## src/rtl/gpio_sleep_port.sv

```systemverilog
module gpio_sleep_port #(
  parameter int W = 8
) (
  input  logic           clk,
  input  logic           rst_n,
  input  logic           out_we,
  input  logic [W-1:0]   out_wdata,
  input  logic           dir_we,
  input  logic [W-1:0]   dir_wdata,
  input  logic           flag_clr_we,
  input  logic [W-1:0]   flag_clr_data,
  input  logic [W-1:0]   int_en,
  input  logic [2*W-1:0] sense,
  input  logic [2:0]     sleep_mode,
  input  logic [W-1:0]   pad_in,
  output logic [W-1:0]   out_reg,
  output logic [W-1:0]   dir_reg,
  output logic [W-1:0]   pin_rd,
  output logic [W-1:0]   pad_oe,
  output logic [W-1:0]   pad_out,
  output logic [W-1:0]   pad_pu,
  output logic [W-1:0]   flag,
  output logic           irq
);
  localparam logic [2:0] MODE_PDOWN = 3'd1;
  localparam logic [2:0] MODE_PSAVE = 3'd2;
  localparam logic [2:0] MODE_STBY  = 3'd3;

  logic           clamp;
  logic [W-1:0]   gated, sync1, sync2, prev, set_evt, clr_mask;
  logic [2:0]     warm;

  assign pad_oe  = dir_reg;
  assign pad_out = out_reg & dir_reg;
  assign pad_pu  = out_reg & ~dir_reg;

  assign clamp = (sleep_mode == MODE_PDOWN) || (sleep_mode == MODE_PSAVE) ||
                 (sleep_mode == MODE_STBY);
  assign gated = pad_in & (clamp ? int_en : {W{1'b1}});
  assign pin_rd = sync2;

  for (genvar i = 0; i < W; i++) begin : g_edge
    assign set_evt[i] = warm[2] &
      ((sense[2*i]   &  sync2[i] & ~prev[i]) |
       (sense[2*i+1] & ~sync2[i] &  prev[i]));
  end

  assign clr_mask = flag_clr_we ? flag_clr_data : '0;
  assign irq = |(flag & int_en);

  always_ff @(posedge clk or negedge rst_n) begin
    if (!rst_n) begin
      out_reg <= '0;
      dir_reg <= '0;
      sync1   <= '0;
      sync2   <= '0;
      prev    <= '0;
      warm    <= '0;
      flag    <= '0;
    end else begin
      if (out_we) out_reg <= out_wdata;
      if (dir_we) dir_reg <= dir_wdata;
      sync1 <= gated;
      sync2 <= sync1;
      prev  <= sync2;
      warm  <= {warm[1:0], 1'b1};
      flag  <= (flag & ~clr_mask) | set_evt;
    end
  end


  clamp_forces_low_chk: assert property (@(posedge clk) disable iff (!rst_n)
    clamp |=> ((sync1 & ~$past(int_en)) == '0));


  set_wins_chk: assert property (@(posedge clk) disable iff (!rst_n)
    (set_evt != '0) |=> ((flag & $past(set_evt)) == $past(set_evt)));


  clear_works_chk: assert property (@(posedge clk) disable iff (!rst_n)
    flag_clr_we |=> ((flag & $past(flag_clr_data & ~set_evt)) == '0));


  dir_load_chk: assert property (@(posedge clk) disable iff (!rst_n)
    dir_we |=> (dir_reg == $past(dir_wdata)));


  warmup_quiet_chk: assert property (@(posedge clk) disable iff (!rst_n)
    !warm[2] |-> (set_evt == '0));
endmodule

```

## config.mk

```make
export PLATFORM = sky130hd
export DESIGN_NAME = gpio_sleep_port
export DESIGN_NICKNAME = d
export VERILOG_FILES = /design/src/rtl/gpio_sleep_port.sv
export SDC_FILE = /design/constraint.sdc
export NUM_CORES = 1
export LEC_CHECK = 0
export BUFFER_PORTS_ARGS = -buffer_cell sky130_fd_sc_hd__buf_2
export CORE_MARGIN = 4
export CORE_UTILIZATION = 40
export DETAILED_ROUTE_END_ITERATION = 8
export PLACE_DENSITY = 0.74
export SETUP_SLACK_MARGIN = 0.4
export SYNTH_ARGS = -nofsm -noshare
export SYNTH_HDL_FRONTEND = slang
export SYNTH_SLANG_ARGS = --single-unit
```

## constraint.sdc

```tcl
create_clock -name clk -period 1.5 [get_ports clk]
set_input_delay 0.3 -clock clk [delete_from_list [all_inputs] [get_ports clk]]
set_output_delay 0.3 -clock clk [all_outputs]
set_load 0.02 [all_outputs]
```

==> Yosys cells after proc, flatten, opt, wreduce, memory -nomap -nowiden <==
Cells that the tools add are included.
{ "classes": {"add_sub_neg": 0, "mul": 0, "div_mod_pow": 0, "order_cmp": 0, "n_eq_ne": 3, "n_shift": 0, "n_mux": 2, "bitwise_logic": 72, "n_reduce_logical": 3} }
{ "op_table": {"columns": ["op", "n"], "rows": [
  ["bitwise AND 1 bit", 40],
  ["bitwise AND 8 bit", 5],
  ["two-way mux 8 bit", 2],
  ["NOT 1 bit", 16],
  ["NOT 8 bit", 2],
  ["bitwise OR 1 bit", 8],
  ["bitwise OR 8 bit", 1],
  ["OR reduction 8 bit", 1],
  ["== test 3 x 2 -> 1 bit (second input constant)", 2],
  ["== test 3 x 1 -> 1 bit (second input constant)", 1],
  ["logical OR 1 bit", 2]
]} }
{ "word_totals": {"ff_bits": 51, "latch_bits": 0, "mem_bits_rw": 0, "romBits": 0, "input_bits": 64, "output_inout_bits": 57, "wordCells": 87, "n_memories": 0} }

==> Depth between registers and ports, before layout <==
{ "logic_depth": {"depth_word": 6, "ltp_mapped": 4, "ltp_nobuf": 2} }

==> Worst setup path after synthesis <==
No wires, ideal clock.
{ "synth_path": {"path_kind": "reg2out", "from": "register flag[2]", "to": "output port irq", "arrival_ps": 873, "t_required_ps": 1200, "setup_slack_ps": 327, "stages_incl_launch_ff": 3, "cell_sequence": "dfrtp_1 a22oi_1 nand4_1"} }
{ "synth_via": {"elab_chain_len": 2} }
{ "synth_rtl": {"columns": ["element", "line", "text"], "rows": [
  ["start, declared", "22", "output logic [W-1:0] flag,"],
  ["start signal, assigned", "67", "flag <= (flag & ~clr_mask) | set_evt;"],
  ["bitwise AND 8 bit", "49", "assign irq = |(flag & int_en);"],
  ["OR reduction 8 bit", "49", null],
  ["end, declared", "23", "output logic irq"]
]} }
No other way between the ends.

==> Worst setup path after layout <==
{ "layout_path": {"from": "register flag[4]", "to": "output port irq"} }
The elaborated chain is that of the path after synthesis.

==> results.yml <==
synthesis:
  synth_compound_area_share_pct: 8.631
  synth_cells: 143
  yosysUniqueCellTypes: 16
  synth.mux.area_fraction_pct: 11.43
  synth_edf_count: 0
  synth-warning-count: 0
  async_flop_share_pct: 100.0
  yosys.area_share.simple_pct: 13.63
  ys_ff_latch: 51
  synth.cell_area_um2: 2102
  synth_top_family_by_area: "simple AND/OR/NAND/NOR gates"
  yosys-top-cells-area: "dfrtp_1 (61%), mux2_4 (11%), nand4b_1 (6.7%)"
  synthXorXnorAreaFrac_pct: 0
  yosysMostFrequentCell: "dfrtp_1"
  seq_area_frac_synth_pct: 60.71
  ys.flop_type: "dfrtp_1"
  yosysTopAreaCell: "dfrtp_1"
  netlist.area_leader.share_pct: 60.71
  syn_area_per_cell_um2: 14.70
  synthTopCellsByCount: "dfrtp_1 (51), mux2_4 (16), nand4b_1 (16)"
  synth_nets: 207
  synth_fa_ha_area_share_pct: 0
timing:
  min_period_over_period_pct: 98.67
  setup_viol: 0
  hold_viol: 0
  min_period_ns: 1.480
  clock-skew-final_ns: 0.001237
  whs_ns: 0.2169
  rsz0062_at_grt: "yes"
  fmax_ghz: 0.6756
  slew_violations: 0
  fin_ws_ns: 0.01994
clocking:
  htree_levels: 2
  cts_max_path_buffers: 2
  cts_buffers: 5
  cts_tree: "built"
  ctsRootBufferMaster: "clkbuf_8"
  clkTransAtPathRegs_ns: 0.08
  clk_latency_ns: 0.29
  clock-sinks: 51
worst_setup_path:
  start_kind: "flop"
  required_ns: 1.20
  crit_fanout: 3
  cp_num_buf_inv: 1
  critPathCaptureType: "primary output"
  cpPeakStageDelay_ns: 0.44
  crit_chain: "a22oi_2, nand4_1, buf_2"
  critical_path_class: "reg2out"
  arrival_ns: 1.18
  cp_top_family: "flip-flops"
  slowest_stage: "dfrtp_2"
die:
  die_h_um: 80.49
  dieArea_um2: 6479
  start_util_pct: 41.16
  die_x_um: 80.49
  coreArea_um2: 5107
  num_rows: 26
  ioPinCount: 121
route:
  drt_iter0_markers: 41
  wl_mm: 5.883
  vias: 1723
  antenna_left: 0
  wl_per_cell_um: 16.21
  drc: 0
  via_per_inst: 4.747
  dr.pass1.iters: 4
grt:
  track_usage_pct: 18.53
  antenna_found_initial: 0
  grt_pass1_wl_mm: 9.101
  grt_max_degree: 52
  grt_pass1_vias: 1821
  gr-total-overflow: 0
pwr:
  power_density_nw_per_um2: 999.5
  p_leak_nw: 1.768
  peakVddDrop_mv: 0.5466
status:
  status: "complete, no violations"
place:
  routabilityCongestion: 0.6716
  preCtsSetupSlack_ns: 0.2333
  numPortBuffers: 120
cells_and_area:
  final_nets: 356
  n_antenna_cell: 0
  area_growth_pct: 69.46
  drive_above_1_share_pct: 75.77
hold_path:
  hold_class: "in2reg"
job:
  maxCapViolations: 0
cells in the final DEF (no fill, tap or decap):
master	n
a22oi_1	1
and2_4	8
nand4b_1	16
a21bo_2	8
buf_12	1
dlygate4sd3_1	1
dfrtp_1	34
nand3_1	8
buf_6	71
a22oi_2	3
mux2_4	16
nor2b_4	8
clkbuf_8	5
o21bai_2	1
clkinvlp_4	1
o21a_1	8
conb_1	1
clkbuf_1	1
buf_4	18
nand4_1	1
dfrtp_2	17
buf_2	64
clkinv_2	1
kinds of logic (layout without fill, tap and decap cells):
| kind of cell | after synthesis | count (layout) |
|---|---|---|
| flip-flops | 51 | 51 |
| other | 1 | 1 |
| AND/OR/NAND/NOR | 41 | 41 |
| multiplexers | 16 | 16 |
| AO/OA/AOI/OAI | 21 | 21 |
| buffers and inverters | 13 | 163 |
timing repair:
action                     CTS  global route
resized for setup          123            33
buffers inserted            20            13
setup endpoints to repair   57            61
hold buffers                 1             0
hold endpoints to repair    51             0
cloned                       0             0
pin swaps                    8             4
layer usage:
metal	global-route usage [%]	up-vias	share of wire (%)
met5	0	-	0
met4	5.068	0	1.1
met3	6.614	6	11
met2	31.62	102	48
met1	22.02	814	40
li1	-	801	-
power by group:
part           internal (mW)  switching, mW  leakage, nW
Clock                  0.327          0.423       0.0412
Sequential              1.51          0.141        0.594
Combinational          0.683          0.478         1.13
Total                   2.52           1.04         1.77
path summary, 6_finish.rpt:
| kind | from | end | slack (ns) | cells after the start |
|---|---|---|---|---|
| min reg2reg | warm[0] | warm[1] | 0.35 | 0 |
| max in group asynchronous | rst_n | dir_reg[4] | 0.73 | 3 |
| max reg2reg | out_reg[1] | out_reg[1] | 0.47 | 3 |
| min in group asynchronous | rst_n | prev[1] | 0.52 | 3 |
| min | pad_in[3] | sync1[3] | 0.22 | 2 |
| max | flag[4] | irq | 0.02 | 3 |
through the flow:
step | power (mW) | TNS, ns | util (%) | cells | instance area, um2
finish | 3.560 | 0 | 69.75 | 363 | 3562
global route | 3.752 | -0.04354 | 69.75 | 363 | 3562
CTS | 3.452 | 0 | 65.78 | 350 | 3359
detailed placement | 2.386 | 0 | 53.36 | 321 | 2725
global placement | 2.369 | 0 | 53.36 | 321 | 2725
floorplan | 2.090 | 0 | - | 143 | 2131
final cells by class:
| class | count | area [um2] |
|---|---|---|
| flip-flops and latches | 51 | 1297 |
| multi-input cells | 79 | 807.0 |
| clock inverters | 2 | 12.51 |
| clock buffers | 6 | 72.57 |
| fillers | 354 | 1545 |
| repair buffers | 155 | 1285 |
| well taps | 70 | 87.58 |
Power figures use the tool's default switching activity.
